<file path="src/rtl/afsk_pkg.sv">
package afsk_pkg;
  localparam logic [7:0] FLAG_BYTE  = 8'h7E;
  localparam logic [7:0] ABORT_BYTE = 8'h7F;
  localparam logic [7:0] ESC_BYTE   = 8'h1B;
  localparam int PHASE_W   = 9;
  localparam int STUFF_RUN = 5;
  localparam int BAUD      = 1200;
  localparam int MARK_HZ   = 1200;
  localparam int SPACE_HZ  = 2200;
endpackage

</file>
<file path="src/rtl/afsk_byte_buf.sv">
module afsk_byte_buf (
  input  logic       clk_i,
  input  logic       rst_ni,
  input  logic [7:0] push_data_i,
  input  logic       push_valid_i,
  output logic       push_ready_o,
  input  logic [1:0] pop_n_i,
  output logic [7:0] head0_o,
  output logic [7:0] head1_o,
  output logic [1:0] count_o
);
  logic [7:0] e0_q, e1_q, e0_d, e1_d;
  logic [1:0] cnt_q, cnt_d, rem;
  logic       push;

  assign push_ready_o = cnt_q < 2'd2;
  assign push         = push_valid_i & push_ready_o;

  always_comb begin
    rem  = cnt_q - pop_n_i;
    e0_d = (pop_n_i == 2'd0) ? e0_q : e1_q;
    e1_d = e1_q;
    if (push) begin
      if (rem == 2'd0) e0_d = push_data_i;
      else             e1_d = push_data_i;
    end
    cnt_d = rem + {1'b0, push};
  end

  always_ff @(posedge clk_i or negedge rst_ni) begin
    if (!rst_ni) begin
      e0_q  <= '0;
      e1_q  <= '0;
      cnt_q <= '0;
    end else begin
      e0_q  <= e0_d;
      e1_q  <= e1_d;
      cnt_q <= cnt_d;
    end
  end

  assign head0_o = e0_q;
  assign head1_o = e1_q;
  assign count_o = cnt_q;


  pop_within_fill_chk: assert property (@(posedge clk_i) disable iff (!rst_ni)
    pop_n_i <= cnt_q);

  fill_bound_chk: assert property (@(posedge clk_i) disable iff (!rst_ni)
    cnt_q <= 2'd2);
endmodule

</file>
<file path="src/rtl/afsk_nco.sv">
module afsk_nco #(
  parameter int MARK_INC  = 64,
  parameter int SPACE_INC = 117
) (
  input  logic       clk_i,
  input  logic       rst_ni,
  input  logic       init_i,
  input  logic       adv_i,
  input  logic       swap_i,
  output logic [8:0] phase_nxt_o
);
  localparam logic [8:0] MARK_V  = 9'(MARK_INC);
  localparam logic [8:0] SPACE_V = 9'(SPACE_INC);

  logic [8:0] inc_q, inc_nxt, phase_q;

  assign inc_nxt     = swap_i ? ((inc_q == MARK_V) ? SPACE_V : MARK_V) : inc_q;
  assign phase_nxt_o = phase_q + inc_nxt;

  always_ff @(posedge clk_i or negedge rst_ni) begin
    if (!rst_ni) begin
      inc_q   <= MARK_V;
      phase_q <= '0;
    end else if (init_i) begin
      inc_q   <= MARK_V;
      phase_q <= '0;
    end else if (adv_i) begin
      inc_q   <= inc_nxt;
      phase_q <= phase_nxt_o;
    end
  end


  two_tones_chk: assert property (@(posedge clk_i) disable iff (!rst_ni)
    inc_q == MARK_V || inc_q == SPACE_V);

  init_clears_chk: assert property (@(posedge clk_i) disable iff (!rst_ni)
    init_i |=> phase_q == 9'd0 && inc_q == MARK_V);
endmodule

</file>
<file path="src/rtl/afsk_sine_lut.sv">
module afsk_sine_lut (
  input  logic [8:0] idx_i,
  output logic [7:0] smp_o
);
  function automatic logic [127:0][7:0] build_quarter();
    logic [127:0][7:0] t;
    real two_pi;
    two_pi = 6.283185307179586;
    for (int i = 0; i < 128; i++)
      t[i] = 8'($rtoi(128.0 + 127.0 * $sin(two_pi * i / 512.0) + 0.5));
    return t;
  endfunction

  localparam logic [127:0][7:0] QUARTER = build_quarter();

  logic [7:0] half_idx;
  logic [6:0] q_idx;
  logic [7:0] q_val;

  assign half_idx = idx_i[7:0];
  assign q_idx    = half_idx[7] ? 7'(8'd255 - half_idx) : half_idx[6:0];
  assign q_val    = QUARTER[q_idx];
  assign smp_o    = idx_i[8] ? (8'd255 - q_val) : q_val;
endmodule

</file>
<file path="src/rtl/afsk_tone_mod.sv">
module afsk_tone_mod #(
  parameter int SAMPLE_RATE    = 9600,
  parameter int PREAMBLE_BYTES = 4,
  parameter int TRAILER_BYTES  = 2
) (
  input  logic       clk_i,
  input  logic       rst_ni,
  input  logic       tick_i,
  input  logic       start_i,
  input  logic [7:0] data_i,
  input  logic       data_valid_i,
  output logic       data_ready_o,
  output logic [7:0] sample_o,
  output logic       sample_valid_o,
  output logic       busy_o
);
  import afsk_pkg::*;

  localparam int SPB       = SAMPLE_RATE / BAUD;
  localparam int CW        = $clog2(SPB + 1);
  localparam int PW        = $clog2(PREAMBLE_BYTES + 2);
  localparam int TW        = $clog2(TRAILER_BYTES + 2);
  localparam int MARK_INC  = (512 * MARK_HZ + SAMPLE_RATE / 2) / SAMPLE_RATE;
  localparam int SPACE_INC = (512 * SPACE_HZ + SAMPLE_RATE / 2) / SAMPLE_RATE;

  logic          busy_q, stuff_q, valid_q;
  logic [CW-1:0] sc_q;
  logic [3:0]    bi_q, cnt_q, cnt_base;
  logic [7:0]    cur_q, smp_q;
  logic [PW-1:0] pre_q;
  logic [TW-1:0] trl_q;

  logic [7:0] head0, head1, byte_sel, cur_eff, lut_smp;
  logic [1:0] buf_cnt, pop_n;
  logic [8:0] phase_nxt;
  logic [3:0] bi_eff;
  logic act, bound, empty, use_flag, esc_hit, stop, new_bit, do_stuff;
  logic stuff_new, stuff_eff, data_bit, swap, adv, init;

  afsk_byte_buf u_buf (
    .clk_i, .rst_ni,
    .push_data_i (data_i),
    .push_valid_i(data_valid_i),
    .push_ready_o(data_ready_o),
    .pop_n_i     (pop_n),
    .head0_o     (head0),
    .head1_o     (head1),
    .count_o     (buf_cnt)
  );

  afsk_nco #(.MARK_INC(MARK_INC), .SPACE_INC(SPACE_INC)) u_nco (
    .clk_i, .rst_ni,
    .init_i     (init),
    .adv_i      (adv),
    .swap_i     (swap),
    .phase_nxt_o(phase_nxt)
  );

  afsk_sine_lut u_lut (.idx_i(phase_nxt), .smp_o(lut_smp));

  always_comb begin
    act       = tick_i & busy_q;
    bound     = act && sc_q == '0 && bi_q == 4'd8;
    empty     = buf_cnt == 2'd0;
    use_flag  = pre_q != '0 || empty;
    esc_hit   = !use_flag && head0 == ESC_BYTE;
    stop      = bound && ((empty && trl_q == '0) || (esc_hit && buf_cnt < 2'd2));
    pop_n     = (bound && !use_flag) ? ((esc_hit && buf_cnt == 2'd2) ? 2'd2 : 2'd1) : 2'd0;
    byte_sel  = use_flag ? FLAG_BYTE : (esc_hit ? head1 : head0);
    stuff_new = esc_hit || !(byte_sel == FLAG_BYTE || byte_sel == ABORT_BYTE);
    cur_eff   = bound ? byte_sel : cur_q;
    bi_eff    = bound ? 4'd0 : bi_q;
    stuff_eff = bound ? stuff_new : stuff_q;
    cnt_base  = (bound && !stuff_q) ? 4'd0 : cnt_q;
    new_bit   = act && sc_q == '0 && !stop;
    do_stuff  = new_bit && stuff_eff && cnt_base >= 4'(STUFF_RUN);
    data_bit  = cur_eff[bi_eff[2:0]];
    swap      = do_stuff || (new_bit && !data_bit);
    adv       = act && !stop;
    init      = start_i && !busy_q;
  end

  always_ff @(posedge clk_i or negedge rst_ni) begin
    if (!rst_ni) begin
      busy_q  <= 1'b0;
      stuff_q <= 1'b0;
      valid_q <= 1'b0;
      sc_q    <= '0;
      bi_q    <= 4'd8;
      cnt_q   <= '0;
      cur_q   <= '0;
      smp_q   <= '0;
      pre_q   <= '0;
      trl_q   <= '0;
    end else begin
      valid_q <= adv;
      if (stop) begin
        busy_q <= 1'b0;
        smp_q  <= '0;
      end else if (adv) begin
        smp_q <= lut_smp;
      end
      if (new_bit) begin
        cnt_q <= do_stuff ? 4'd0 : (data_bit ? cnt_base + 4'd1 : 4'd0);
        bi_q  <= do_stuff ? bi_eff : bi_eff + 4'd1;
        sc_q  <= CW'(SPB - 1);
        if (bound) begin
          cur_q   <= byte_sel;
          stuff_q <= stuff_new;
          if (pre_q != '0) pre_q <= pre_q - 1'b1;
          else if (empty)  trl_q <= trl_q - 1'b1;
        end
      end else if (adv) begin
        sc_q <= sc_q - 1'b1;
      end
      if (init) begin
        busy_q <= 1'b1;
        pre_q  <= PW'(PREAMBLE_BYTES);
        cnt_q  <= '0;
        sc_q   <= '0;
        bi_q   <= 4'd8;
      end
      if (start_i) trl_q <= TW'(TRAILER_BYTES);
    end
  end

  assign sample_o       = smp_q;
  assign sample_valid_o = valid_q;
  assign busy_o         = busy_q;


  idle_silent_chk: assert property (@(posedge clk_i) disable iff (!rst_ni)
    !busy_q |-> smp_q == 8'd0);

  valid_needs_busy_chk: assert property (@(posedge clk_i) disable iff (!rst_ni)
    valid_q |-> $past(busy_q));

  run_bounded_chk: assert property (@(posedge clk_i) disable iff (!rst_ni)
    stuff_q |-> cnt_q <= 4'(STUFF_RUN));

  bit_counter_chk: assert property (@(posedge clk_i) disable iff (!rst_ni)
    sc_q < CW'(SPB));
endmodule

</file>
<file path="config.mk">
export PLATFORM = sky130hd
export DESIGN_NAME = afsk_tone_mod
export DESIGN_NICKNAME = d
export VERILOG_FILES = /design/src/rtl/afsk_pkg.sv /design/src/rtl/afsk_byte_buf.sv /design/src/rtl/afsk_nco.sv /design/src/rtl/afsk_sine_lut.sv /design/src/rtl/afsk_tone_mod.sv
export SDC_FILE = /design/constraint.sdc
export NUM_CORES = 1
export LEC_CHECK = 0
export ABC_AREA = 1
export BUFFER_PORTS_ARGS = -buffer_cell sky130_fd_sc_hd__buf_2
export CELL_PAD_IN_SITES_DETAIL_PLACEMENT = 0
export CELL_PAD_IN_SITES_GLOBAL_PLACEMENT = 1
export CORE_ASPECT_RATIO = 0.6
export CORE_UTILIZATION = 46
export CTS_CLUSTER_DIAMETER = 60
export DETAILED_ROUTE_END_ITERATION = 7
export PLACE_DENSITY_LB_ADDON = 0.1
export SLEW_MARGIN = 20
export SYNTH_ARGS = -nofsm -noshare
export SYNTH_HDL_FRONTEND = slang
export SYNTH_SLANG_ARGS = --single-unit
</file>
<file path="constraint.sdc">
create_clock -name clk_i -period 5.5 [get_ports clk_i]
set_input_delay 0.55 -clock clk_i [delete_from_list [all_inputs] [get_ports clk_i]]
set_output_delay 0.55 -clock clk_i [all_outputs]
set_load 0.05 [all_outputs]
</file>
# Word-level counts from Yosys, hierarchy flattened
# Memory sizes are Yosys's and may differ from the RTL's.
# Cells that the tools add are included.
dict set report totals {
  elab_cells 130
  reg_bits 72
  out_inout_bits 11
  inputBits 13
  romBits 1024
  memories 1
}
dict set report classes {
  magnitude_cmp 4
  add_sub_neg 10
  n_bitwise 3
  muxes 45
  n_eq_ne 7
  reduce_logical 45
}
# name depth word_bits rd rd_clocked_by_memory_dff write_ports line
set memory_table {}
lappend memory_table {{(no name shown)} 128 8 1 0 0 afsk_sine_lut.sv:22} ;# assign q_val = QUARTER[q_idx];
# op n
set ops {}
lappend ops {{8-bit 2-to-1 mux} 10}
lappend ops {{4-bit 2-to-1 mux} 12}
lappend ops {{9-bit 2-to-1 mux} 5}
lappend ops {{2-bit nonzero test} 9}
lappend ops {{8-bit by 7-bit equality test with 1-bit output, second input constant} 2}
lappend ops {{1-bit logical AND} 15}
lappend ops {{2-bit 2-to-1 mux} 7}
lappend ops {{3-bit 2-to-1 mux} 4}
lappend ops {{9-bit adder} 1}
lappend ops {{9-bit by 7-bit equality test with 1-bit output, second input constant} 1}
lappend ops {{4-bit by 1-bit adder with 4-bit output, second input constant} 2}
lappend ops {{8-bit by 5-bit equality test with 1-bit output, second input constant} 1}
lappend ops {{2-bit zero test} 4}
lappend ops {{7-bit by 8-bit < comparator with 1-bit output, second input constant} 1}
lappend ops {{8-bit subtractor, first input constant} 1}
lappend ops {{7-bit 2-to-1 mux} 1}
lappend ops {{7-bit subtractor, first input constant} 1}
lappend ops {{1-bit zero test} 6}
lappend ops {{6-bit 2-to-1 mux} 1}
lappend ops {{3-bit nonzero test} 2}
lappend ops {{1-bit logical OR} 5}
lappend ops {{4-bit equality test, second input constant} 1}
lappend ops {{4-bit by 3-bit >= comparator with 1-bit output, second input constant} 1}
lappend ops {{4-bit zero test} 1}
lappend ops {{other kinds (16)} 20}

# Depth between registers and ports, before layout
# Gate-level depths: netlist of run 1.
dict set report logic_depth {
  depth_word 24
  depth_mapped 40
  mapped_depth_nobuf 40
}

# Modules after synthesis
# A second synthesis of run 1 with hierarchy kept.
dict set report hier_totals {
  hier_cells 765
  area_unflattened_um2 5328.9
}
# module cells_per_inst instances area_per_inst_um2
set by_module_without_submodules {}
lappend by_module_without_submodules {afsk_tone_mod 270 1 2187.1}
lappend by_module_without_submodules {afsk_nco 168 1 1208.7}
lappend by_module_without_submodules {afsk_sine_lut 218 1 1038.5}
lappend by_module_without_submodules {afsk_byte_buf 109 1 894.6}

# Least setup slack after synthesis of run 1
# OpenSTA, ideal clock, no wires.
dict set report synth_path {
  path_type {reg-to-reg}
  startpoint {register busy_q, in the netlist busy_o}
  endpoint {register smp_q[0], in the netlist sample_o[0]}
  period_less_slack_ns 4.791
  required_ns 5.375
  arrival_time_ns 4.666
  slack_ns 0.709
  setup_ns 0.125
  path_buffers 2
  stages_incl_launch_ff 36
  cell_sequence {dfrtp_1 > nand2_2 > nor2_4 > nand2_2 > inv_2 > buf_6 > nand2_2 > nand2_1 > inv_1 > ha_1 > nor2_1 > o21ai_1 > nand3_2 > nand2_2 > buf_4 > o21ai_0 > inv_1 > ha_1 > nand2_1 > nand3_2 > nand2_2 > nand3_1 > nand2_4 > nand2_1 > nand2_1 > inv_1 > ha_1 > nand3b_1 > nand3_1 > nand2_1 > nand2_1 > nand2_1 > nand3_1 > nand2_1 > nand3_1 > nand3_1}
}
dict set report synth_via {
  elab_chain_cells 19
}
# element line
set synth_rtl {}
lappend synth_rtl {{start: declaration} afsk_tone_mod.sv:26} ;# logic busy_q, stuff_q, valid_q;
lappend synth_rtl {{start signal: assignment} afsk_tone_mod.sv:85} ;# busy_q <= 1'b0;
lappend synth_rtl {{start signal: assignment} afsk_tone_mod.sv:98} ;# busy_q <= 1'b0;
lappend synth_rtl {{start signal: assignment} afsk_tone_mod.sv:117} ;# busy_q <= 1'b1;
lappend synth_rtl {{1-bit AND (*)} afsk_tone_mod.sv:62} ;# act = tick_i & busy_q;
lappend synth_rtl {{1-bit logical AND} {afsk_tone_mod.sv:63, afsk_tone_mod.sv:75}}
lappend synth_rtl {{1-bit logical AND} afsk_tone_mod.sv:63} ;# bound = act && sc_q == '0 && bi_q == 4'd8;
lappend synth_rtl {{8-bit 2-to-1 mux (tied with other cells)} n/a}
lappend synth_rtl {{1-bit binary-select mux with 3-bit select or 1-bit zero test (tied branches)} {afsk_tone_mod.sv:77, afsk_tone_mod.sv:75, afsk_tone_mod.sv:79}}
lappend synth_rtl {{1-bit 2-to-1 mux (not written as such) or 1-bit logical AND (tied branches)} {afsk_tone_mod.sv:77, afsk_tone_mod.sv:75}}
lappend synth_rtl {{1-bit zero test or 1-bit logical AND (tied branches)} {afsk_tone_mod.sv:78, afsk_tone_mod.sv:76}}
lappend synth_rtl {{1-bit logical AND (on tied branches)} {afsk_tone_mod.sv:78, afsk_tone_mod.sv:76}}
lappend synth_rtl {{(+3 left out)} n/a}
lappend synth_rtl {{7-bit subtractor} afsk_sine_lut.sv:21} ;# assign q_idx = half_idx[7] ? 7'(8'd255 - half_idx) : half_idx[6:0];
lappend synth_rtl {{7-bit 2-to-1 mux} afsk_sine_lut.sv:21}
lappend synth_rtl {{memory 128 x 8 bit} n/a}
lappend synth_rtl {{8-bit 2-to-1 mux (not written as such)} afsk_sine_lut.sv:22}
lappend synth_rtl {{8-bit subtractor} afsk_sine_lut.sv:23} ;# assign smp_o = idx_i[8] ? (8'd255 - q_val) : q_val;
lappend synth_rtl {{8-bit 2-to-1 mux} afsk_sine_lut.sv:23}
lappend synth_rtl {{8-bit 2-to-1 mux} afsk_tone_mod.sv:100} ;# end else if (adv) begin
lappend synth_rtl {{8-bit 2-to-1 mux} afsk_tone_mod.sv:97} ;# if (stop) begin
lappend synth_rtl {{end signal: assignment} afsk_tone_mod.sv:101} ;# smp_q <= lut_smp;
lappend synth_rtl {{end: declaration} afsk_tone_mod.sv:29} ;# logic [7:0] cur_q, smp_q;
# Every way passes the cells marked *; elsewhere a longest branch is shown, timed or not. The select of a mux whose other input is x is not followed.
# A chain may end at the register's enable or synchronous reset.

# Final worst setup path of run 1
dict set report layout_path {
  startpoint {register sc_q[0]}
  endpoint {register smp_q[2], in the netlist sample_o[2]}
}
dict set report layout_via {
  elab_chain_cells 19
}
# element line
set layout_rtl {}
lappend layout_rtl {{start: declaration} afsk_tone_mod.sv:27} ;# logic [CW-1:0] sc_q;
lappend layout_rtl {{start signal: assignment} afsk_tone_mod.sv:106} ;# sc_q <= CW'(SPB - 1);
lappend layout_rtl {{start signal: assignment} afsk_tone_mod.sv:114} ;# sc_q <= sc_q - 1'b1;
lappend layout_rtl {{4-bit zero test (*)} {afsk_tone_mod.sv:63, afsk_tone_mod.sv:75}}
lappend layout_rtl {{1-bit logical AND (*)} {afsk_tone_mod.sv:63, afsk_tone_mod.sv:75}}
lappend layout_rtl {{1-bit logical AND} afsk_tone_mod.sv:63}
lappend layout_rtl {{8-bit 2-to-1 mux (tied with other cells)} n/a}
lappend layout_rtl {{1-bit binary-select mux with 3-bit select or 1-bit zero test (tied branches)} {afsk_tone_mod.sv:77, afsk_tone_mod.sv:75, afsk_tone_mod.sv:79}}
lappend layout_rtl {{1-bit 2-to-1 mux (not written as such) or 1-bit logical AND (tied branches)} {afsk_tone_mod.sv:77, afsk_tone_mod.sv:75}}
lappend layout_rtl {{1-bit zero test or 1-bit logical AND (tied branches)} {afsk_tone_mod.sv:78, afsk_tone_mod.sv:76}}
lappend layout_rtl {{1-bit logical AND (on tied branches)} {afsk_tone_mod.sv:78, afsk_tone_mod.sv:76}}
lappend layout_rtl {{(+3 left out)} n/a}
lappend layout_rtl {{7-bit subtractor} afsk_sine_lut.sv:21}
lappend layout_rtl {{7-bit 2-to-1 mux} afsk_sine_lut.sv:21}
lappend layout_rtl {{memory 128 x 8 bit} n/a}
lappend layout_rtl {{8-bit 2-to-1 mux (not written as such)} afsk_sine_lut.sv:22}
lappend layout_rtl {{8-bit subtractor} afsk_sine_lut.sv:23}
lappend layout_rtl {{8-bit 2-to-1 mux} afsk_sine_lut.sv:23}
lappend layout_rtl {{8-bit 2-to-1 mux} afsk_tone_mod.sv:100}
lappend layout_rtl {{8-bit 2-to-1 mux} afsk_tone_mod.sv:97}
# Marks and branches as above.

==> results of run 1 <==
critical path, delay by kind of cell (launching register included):
kind | cells | cell delay [ns]
compound gates | 3 | 0.47
simple gates | 23 | 2.30
buf+inv | 9 | 0.89
flops | 1 | 0.38
fa+ha+maj | 4 | 0.84
through the flow:
step	utilization	instance area, µm²	hold WS (ns)
floorplan	-	5320	0.254
global placement	0.506	5510	0.459
detailed placement	0.506	5510	0.461
CTS	0.532	5800	0.393
global route	0.544	5920	0.429
finish	0.544	5920	0.322
sequential cells by signal, indices dropped and copies added (netlist names), 3 cells and up:
name	flops
u_nco.inc_q	9
u_nco.phase_q	9
cur_q	8
sample_o	8
u_buf.head0_o	8
u_buf.head1_o	8
bi_q	4
cnt_q	4
sc_q	4
pre_q	3
synthesized netlist by cell type, types with 3 or more instances:
master / number / area, µm²
buf_4: 3 / 22.5
a31oi_1: 11 / 68.8
o22ai_1: 3 / 18.8
buf_2: 3 / 15.0
nand4_1: 10 / 62.6
nand3_1: 84 / 420
o21ai_0: 36 / 180
nand2_4: 10 / 113
ha_1: 27 / 338
o21ai_2: 3 / 26.3
inv_2: 8 / 30.0
nand3_2: 5 / 50.1
xor2_1: 6 / 52.6
mux2_4: 4 / 60.1
nand2_2: 21 / 131
a21oi_1: 26 / 130
nor2_4: 4 / 45.0
nand2_1: 212 / 796
nand3b_1: 4 / 30.0
buf_6: 7 / 78.8
nor3_1: 7 / 35.0
nor4_1: 3 / 18.8
inv_1: 83 / 312
clkbuf_1: 9 / 33.8
nor2_1: 53 / 199
o21ai_1: 9 / 45.0
dfrtp_1: 70 / 1750
layout by cell type, fill, tap and decap left out, types with 2 or more instances in the layout:
master     count
nand4_1       10
o21ai_0       33
o21ai_2        5
clkinv_2       3
xor2_1         6
o211ai_1       2
o21ai_1       10
nor2_1        52
or2_2          2
clkbuf_8       2
nor2_2         2
o22ai_1        3
nand3_2        5
nand3b_1       4
nand2_1      212
ha_1          26
buf_4         19
inv_1         83
nor2_4         4
a21oi_1       25
nor4_1         3
nand3_1       83
clkbuf_16      9
nor3_1         7
mux2_4         4
nand2_4       12
inv_2          6
dfstp_2        2
or2_1          2
nand2_2       19
a31oi_1       11
a21oi_2        3
dfrtp_1       70
buf_2         22
final timing paths:
| check | from | end | slack, ns |
|---|---|---|---|
| max | sc_q[0]$_DFFE_PN0P_ | sample_o[2]$_DFFE_PN0P_ | 0.48 |
| min | rst_ni | cnt_q[2]$_DFFE_PN0P_ | 0.32 |
| max reg2reg | sc_q[0]$_DFFE_PN0P_ | sample_o[2]$_DFFE_PN0P_ | 0.48 |
| min reg2reg | sample_o[7]$_DFFE_PN0P_ | sample_o[7]$_DFFE_PN0P_ | 0.47 |
| max in group asynchronous | rst_ni | sample_o[0]$_DFFE_PN0P_ | 4.53 |
| min in group clk_i | start_i | trl_q[1]$_DFFE_PN0P_ | 0.46 |
per-layer routing:
layer	track usage	vias up	share of wire	routed length (µm)
met3	0.0576	15	0.066	935
li1	-	2465	-	-
met1	0.416	2276	0.55	7860
met4	0.0534	0	0.0083	118
met5	0	-	0	0
met2	0.330	150	0.37	5320
cell type report:
cell class              count  area, µm²
clock buffers              11        253
clock inverters             5       31.3
fillers                  1094       4970
inverters                  91        349
multi-input cells         557       3060
flip-flops and latches     72       1800
well taps                 139        174
repair buffers             41        253
cells by family after synthesis:
logic type,after synthesis,synth area share
buf+inv,114,0.0953
xor+xnor,8,0.0146
fa+ha+maj,28,0.0673
mux,5,0.0134
compound gates,95,0.0988
simple gates,421,0.371
flops,72,0.339
timing repair:
item | 4_1_cts | 5_1_grt
setup endpoints to repair | 0 | 7
setup buffers | 0 | 9
hold buffers | 0 | 0
resized for setup | 0 | 16
==> metrics.csv, run 1 <==
stage;metric;value;unit
sta;Slew headroom;0.380;
final_layout;antenna diode count;0;
route;via count;4906;
clock_network;CTS Buf Count;9;
clock_network;clock transition at the registers of the reported paths;0.06;ns
synthesis;Syn. warnings;0;
clock_network;Clock Tree Buf Depth;2;
critical_path;CP Max Fanout;11;
global_route;largest net degree at the start of global routing;73;
synthesis;syn_area_per_cell;7.16;µm²
synthesis;EDFF count, synth;0;
synthesis;Yosys cell types;44;
place;DP Wirelength;10900;µm
synthesis;Synth Register Bits;72;
floorplanning;Row Count;29;
critical_path;worst-case reg-to-reg path depth;39;
critical_path;worst path required time;5.72;ns
sta;Fin Setup TNS;0;ns
synthesis;Post-synth top flop;dfrtp_1;
place;pre-CTS setup slack;0.121;ns
clock_network;worst-skew pair later-pin latency;0.34;ns
final_layout;area delta synth->final;11.3;%
place;Final Wtd Congestion;0.931;
synthesis;Mapped Cells;743;
route;DRT Pass-1 Iters;5;
route;Post-DRT Antenna Nets;0;
global_route;vias in the first global route;4585;
route;DRC;0;
clock_network;CTS tree;built;
critical_path;CP Class;register to register;
sta;fin crit share;0.913;
final_layout;share of cells above drive strength 1;0.167;
route;vias per cell;5.36;
final_layout;Finished Layout Cells;916;
sta;Worst-Margin Slew;0.929;ns
sta;Hold Vio Cnt, Final;0;
critical_path;type of origin of the critical path;register;
outcome;status;finished clean;
synthesis;register area share after synthesis;0.339;
floorplanning;Die Span Y;85.3;µm
floorplanning;# IOs;24;
synthesis;Mapped Nets;784;
critical_path;Max stage delay cell, worst path;dfrtp_1;
synthesis;Async SR Flop Fraction;1.00;
run;max capacitance violation total;0;
final_layout;nets@finish;813;
clock_network;CTS Sinks;72;
synthesis;Synth Cell Area;5320;µm²
route;Routed wire per std cell;15.5;µm
critical_path;max incr delay on CP;0.38;ns
sta;Final setup viols;0;
sta;min Tclk post-route;5.02;ns
critical_path;most frequent cell on the critical path;nand2_1;
critical_path;Arr. time, crit path;5.24;ns
global_route;first-pass GRT wire length;23900;µm
clock_network;H-Tree Level Count;3;
place;dpl cells;891;
floorplanning;Die Width;141;µm
route;DR iter-0 viols;525;
sta;pins over their slew limit;0;
floorplanning;core area;10900;µm²
sta;f_max;199;MHz
sta;final setup margin;0.479;ns
global_route;GRT overflow;0;
floorplanning;Initial Utilization;0.489;
clock_network;Root Driver;clkbuf_16;
route;drt total wl;14200;µm
floorplanning;die area;12000;µm²
global_route;initial antenna violation count;0;
place;I/O Buffers;23;
hold_path;Worst Hold Class;input pin to asynchronous set/reset pin;
global_route;Tot GR Track Use;0.255;
critical_path;Worst Setup End Kind;register;
sta;Layout Skew;0.00624;ns
Power of run 1 is not shown: default switching activity piles up to over one toggle a cycle in this logic, so the estimate is an artifact.
==> run 2, diff against run 1 <==
--- a/config.mk
+++ b/config.mk
@@ -11,6 +11,7 @@
 export CELL_PAD_IN_SITES_GLOBAL_PLACEMENT = 1
 export CORE_ASPECT_RATIO = 0.6
 export CORE_UTILIZATION = 46
+export CTS_BUF_LIST = sky130_fd_sc_hd__clkbuf_8 sky130_fd_sc_hd__clkbuf_16
 export CTS_CLUSTER_DIAMETER = 60
 export DETAILED_ROUTE_END_ITERATION = 7
 export PLACE_DENSITY_LB_ADDON = 0.1
==> constraint.sdc (replaced) <==
create_clock -name clk_i -period 4.7 [get_ports clk_i]
set_input_delay 0.47 -clock clk_i [delete_from_list [all_inputs] [get_ports clk_i]]
set_output_delay 0.47 -clock clk_i [all_outputs]
set_load 0.05 [all_outputs]
==> metrics.csv, run 2 (synthesis results as in run 1) <==
stage;metric;value;unit;change
final_layout;Finished Layout Cells;948;;+3.5%
sta;Final setup viols;0;;unchanged
clock_network;CTS tree;built;;
final_layout;nets@finish;845;;+3.9%
global_route;largest net degree at the start of global routing;73;;unchanged
final_layout;area delta synth->final;23.6;%;
route;drt total wl;14800;µm;+3.6%
global_route;first-pass GRT wire length;24100;µm;+0.87%
place;pre-CTS setup slack;-0.240;ns;-0.361 ns
final_layout;Largest regs;u_nco.inc_q x9, u_nco.phase_q x9;;
sta;Layout Skew;0.00846;ns;+0.00222 ns
critical_path;CP Max Fanout;13;;+2
clock_network;clock transition at the registers of the reported paths;0.06;ns;about the same
sta;Worst-Margin Slew;0.931;ns;+0.00198 ns
route;DR iter-0 viols;314;;-40%
critical_path;Worst Setup End Kind;register;;
route;via count;5056;;+3.1%
final_layout;commonest cells after routing, fill and taps aside;nand2_1 (190), inv_1 (72), nand3_1 (72), dfrtp_1 (69);;
clock_network;Hold Buf Count CTS;0;;unchanged
floorplanning;# IOs;24;;unchanged
sta;min Tclk post-route;4.48;ns;-0.542 ns
critical_path;type of origin of the critical path;register;;
sta;f_max;223;MHz;+12%
sta;hold_ws;0.254;ns;-0.0681 ns
global_route;vias in the first global route;4678;;+2.0%
place;I/O Buffers;23;;unchanged
floorplanning;Row Count;29;;unchanged
route;vias per cell;5.33;;-0.42%
sta;Slew headroom;0.379;;-0.00132
critical_path;Arr. time, crit path;4.69;ns;-0.55 ns
clock_network;CTS Buf Count;9;;unchanged
final_layout;share of cells above drive strength 1;0.288;;+0.121
final_layout;antenna diode count;0;;unchanged
place;Final Wtd Congestion;0.966;;+3.7%
sta;Hold Vio Cnt, Final;0;;unchanged
floorplanning;Die Span Y;85.3;µm;unchanged
route;DRC;0;;unchanged
critical_path;worst path required time;4.91;ns;-0.81 ns
global_route;GRT overflow;0;;unchanged
critical_path;CP Class;register to register;;
sta;final setup margin;0.221;ns;-0.258 ns
floorplanning;Initial Utilization;0.489;;unchanged
critical_path;R2R setup slack;0.22;ns;-0.26 ns
clock_network;Clock Tree Buf Depth;2;;unchanged
route;Post-DRT Antenna Nets;0;;unchanged
critical_path;max incr delay on CP;0.62;ns;+0.24 ns
clock_network;Root Driver;clkbuf_16;;
critical_path;Max stage delay cell, worst path;fa_2;;
route;DRT Pass-1 Iters;5;;unchanged
floorplanning;die area;12000;µm²;unchanged
sta;pins over their slew limit;0;;unchanged
sta;fin crit share;0.953;;+0.0400
global_route;Tot GR Track Use;0.258;;+0.00229
run;max capacitance violation total;0;;unchanged
global_route;initial antenna violation count;0;;unchanged
floorplanning;core area;10900;µm²;unchanged
hold_path;Worst Hold Class;input pin to asynchronous set/reset pin;;
outcome;status;finished clean;;
route;Routed wire per std cell;15.6;µm;+0.15%
clock_network;CTS Sinks;72;;unchanged
clock_network;worst-skew pair later-pin latency;0.34;ns;about the same
place;dpl cells;923;;+3.6%
place;DP Wirelength;11200;µm;+2.5%
floorplanning;Die Width;141;µm;unchanged
final_layout;leading cell type in the layout, fill and taps excluded;nand2_1;;
clock_network;H-Tree Level Count;3;;unchanged
run 2: cell count changes in the layout (fill, tap and decap cells not counted), sizes merged:
| cell | before | now |
|---|---|---|
| clkinv | 4 | 3 |
| buf | 41 | 73 |
| inv | 91 | 94 |
| clkbuf | 11 | 9 |
run 2: repair_timing:
item | 4_1_cts | 5_1_grt
setup buffers | 0 | 10
pin swaps | 1 | 40
endpoints found under the setup margin | 7 | 8
resized for setup | 12 | 110
run 2: final cells by class:
type	count	area [µm²]
tap	139	174
sequential	72	1810
multi-input combinational	557	3460
clock buffer	9	225
clock inverter	7	33.8
inverter	91	349
timing repair buffer	73	524
fill	991	4310
run 2: stage by stage:
stage,setup TNS (ns),cell area (µm²),util
floorplan,0,5320,-
global placement,-0.566,5750,0.529
detailed placement,-1.06,5750,0.529
CTS,0,6050,0.556
global route,-0.0342,6570,0.604
finish,0,6570,0.604
run 2: metal layers:
layer  up-vias  wire (µm)  track usage
met5         -          0            0
met4         0        102       0.0435
met3        15       1120       0.0683
met2       170       5510        0.327
met1      2338       8020        0.421
li1       2533          -            -
run 2: critical path, delay by kind of cell (launching register included):
family                     cells  cell delay [ns]
and+or+nand+nor               17             1.72
AOI/OAI and AO/OA              3             0.43
buffers and inverters          7             0.59
DFF                            1             0.39
adders and majority gates      4             1.20
run 2: path summary, 6_finish.rpt:
path                       cells past startpoint                    start                      endpoint
setup / recovery                              31      sc_q[1]$_DFFE_PN0P_       sample_o[0]$_DFFE_PN0P_
hold / removal                                 1                   rst_ni            busy_o$_DFFE_PN0P_
setup reg to reg                              31      sc_q[1]$_DFFE_PN0P_       sample_o[0]$_DFFE_PN0P_
hold reg to reg                                2  sample_o[7]$_DFFE_PN0P_       sample_o[7]$_DFFE_PN0P_
max in group asynchronous                      1                   rst_ni  u_buf.head1_o[4]$_DFFE_PN0P_
min in group clk_i                             3                  start_i          trl_q[1]$_DFFE_PN0P_
Power of run 2 is left out for the same reason.
==> run 3, diff against run 2 <==
--- a/config.mk
+++ b/config.mk
@@ -14,7 +14,7 @@
 export CTS_BUF_LIST = sky130_fd_sc_hd__clkbuf_8 sky130_fd_sc_hd__clkbuf_16
 export CTS_CLUSTER_DIAMETER = 60
 export DETAILED_ROUTE_END_ITERATION = 7
-export PLACE_DENSITY_LB_ADDON = 0.1
+export PLACE_DENSITY = 0.8
 export SLEW_MARGIN = 20
 export SYNTH_ARGS = -nofsm -noshare
 export SYNTH_HDL_FRONTEND = slang
==> metrics.csv, run 3 (synthesis results as in run 1) <==
stage;metric;value;unit;change
final_layout;Largest regs;u_nco.inc_q x9, u_nco.phase_q x9;;
sta;fin crit share;0.958;;+0.00507
place;DP Wirelength;11600;µm;+3.8%
sta;Hold Vio Cnt, Final;0;;unchanged
critical_path;Worst Setup End Kind;register;;
floorplanning;# IOs;24;;unchanged
critical_path;type of origin of the critical path;register;;
hold_path;Worst Hold Class;input pin to asynchronous set/reset pin;;
final_layout;area delta synth->final;26.3;%;
place;I/O Buffers;23;;unchanged
sta;Final setup viols;0;;unchanged
sta;min Tclk post-route;4.50;ns;+0.0238 ns
clock_network;worst-skew pair later-pin latency;0.34;ns;about the same
floorplanning;core area;10900;µm²;unchanged
global_route;largest net degree at the start of global routing;73;;unchanged
route;DR iter-0 viols;369;;+18%
sta;Worst-Margin Slew;0.918;ns;-0.0130 ns
outcome;status;finished clean;;
place;dpl cells;930;;+0.76%
critical_path;Arr. time, crit path;4.73;ns;+0.04 ns
clock_network;Hold Buf Count CTS;0;;unchanged
final_layout;Finished Layout Cells;967;;+2.0%
global_route;initial antenna violation count;0;;unchanged
clock_network;CTS tree;built;;
place;Post-DP Area;5810;µm²;+0.91%
global_route;first-pass GRT wire length;24800;µm;+2.8%
final_layout;Layout fillers;986;;-0.50%
clock_network;Root Driver;clkbuf_16;;
critical_path;CP Max Fanout;7;;-6
floorplanning;Initial Utilization;0.489;;unchanged
critical_path;CP Class;register to register;;
final_layout;commonest cells after routing, fill and taps aside;nand2_1 (189), inv_1 (74), nand3_1 (73), dfrtp_1 (69), buf_4 (65);;
final_layout;Final Cell Area;6720;µm²;+2.2%
sta;f_max;222;MHz;-0.53%
global_route;vias in the first global route;4708;;+0.64%
route;drt total wl;15500;µm;+5.2%
critical_path;max incr delay on CP;0.39;ns;-0.23 ns
global_route;Tot GR Track Use;0.266;;+0.00884
clock_network;clock transition at the registers of the reported paths;0.06;ns;about the same
clock_network;CTS Buf Count;9;;unchanged
floorplanning;Die Span Y;85.3;µm;unchanged
sta;Slew headroom;0.388;;+0.00868
floorplanning;die area;12000;µm²;unchanged
clock_network;CTS Sinks;72;;unchanged
route;via count;5174;;+2.3%
sta;pins over their slew limit;0;;unchanged
final_layout;share of cells above drive strength 1;0.301;;+0.0127
floorplanning;Die Width;141;µm;unchanged
final_layout;antenna diode count;0;;unchanged
route;vias per cell;5.35;;+0.32%
global_route;GRT overflow;0;;unchanged
final_layout;leading cell type in the layout, fill and taps excluded;nand2_1;;
route;DRT Pass-1 Iters;5;;unchanged
final_layout;nets@finish;864;;+2.2%
clock_network;H-Tree Level Count;3;;unchanged
clock_network;Clock Tree Buf Depth;2;;unchanged
critical_path;Max stage delay cell, worst path;dfrtp_1;;
route;Post-DRT Antenna Nets;0;;unchanged
route;Routed wire per std cell;16.1;µm;+3.2%
critical_path;worst path required time;4.93;ns;+0.02 ns
floorplanning;Row Count;29;;unchanged
final_layout;Final Core Density;0.617;;+0.0130
run;max capacitance violation total;0;;unchanged
critical_path;most frequent cell on the critical path;nand2_2;;
place;Final Wtd Congestion;0.917;;-5.1%
route;DRC;0;;unchanged
sta;Layout Skew;0.00917;ns;+0.000713 ns
[run 3: cell count changes in the layout (fill, tap and decap cells not counted), moves of 2 or more]
cell	delta
inv_2	-4
bufinv_16	+2
ha_4	-3
nand2_2	+2
nand3_2	-2
a21oi_2	+2
ha_2	+2
buf_4	+20
inv_1	+2
[run 3: what timing repair did]
| action | CTS | global route |
|---|---|---|
| hold endpoints to repair | 0 | 0 |
| setup endpoints to repair | 7 | 9 |
| gates resized for setup | 16 | 94 |
| setup buffers | 1 | 20 |
| pin swaps | 4 | 37 |
[run 3: stage by stage]
stage	setup TNS, ns	hold slack, ns	worst slack, ns
2_1_floorplan	0	0.174	0.0949
3_3_place_gp	-1.19	0.461	-0.247
3_5_place_dp	-1.25	0.477	-0.248
4_1_cts	0	0.306	0.00197
5_1_grt	-0.106	0.351	-0.0426
6_report	0	0.266	0.198
[run 3: worst paths after layout]
kind,cells past startpoint,slack [ns],from,to
hold / removal,1,0.27,rst_ni,cur_q[2]$_DFFE_PN0P_
min in group clk_i,2,0.38,data_i[1],u_buf.head1_o[1]$_DFFE_PN0P_
setup reg to reg,38,0.20,sc_q[1]$_DFFE_PN0P_,sample_o[0]$_DFFE_PN0P_
setup / recovery,38,0.20,sc_q[1]$_DFFE_PN0P_,sample_o[0]$_DFFE_PN0P_
hold reg to reg,2,0.49,cur_q[3]$_DFFE_PN0P_,cur_q[3]$_DFFE_PN0P_
max in group asynchronous,1,3.81,rst_ni,busy_o$_DFFE_PN0P_
[run 3: metal layers]
layer  vias to the layer above  GRT usage  wire, µm
met5                         -          0         0
met4                         0     0.0484        70
met3                         8     0.0638      1170
met2                       167      0.333      5880
met1                      2437      0.442      8400
li1                       2562          -         -
[run 3: critical path, delay by kind of cell (launching register included)]
kind	cells	cell delay, ns
and+or+nand+nor	22	1.95
adders and majority gates	4	0.87
buffers and inverters	9	0.80
AOI/OAI and AO/OA	3	0.40
DFF	1	0.39
[run 3: cell type report]
cell class                 instances  area (µm²)  area share
multi-input combinational        557        3410       0.507
sequential                        72        1810       0.269
timing repair buffer              92         663      0.0988
inverter                          91         344      0.0512
clock buffer                      10         239      0.0356
tap                              139         174      0.0259
clock inverter                     6        82.6      0.0123
Power of run 3 is left out for the same reason.
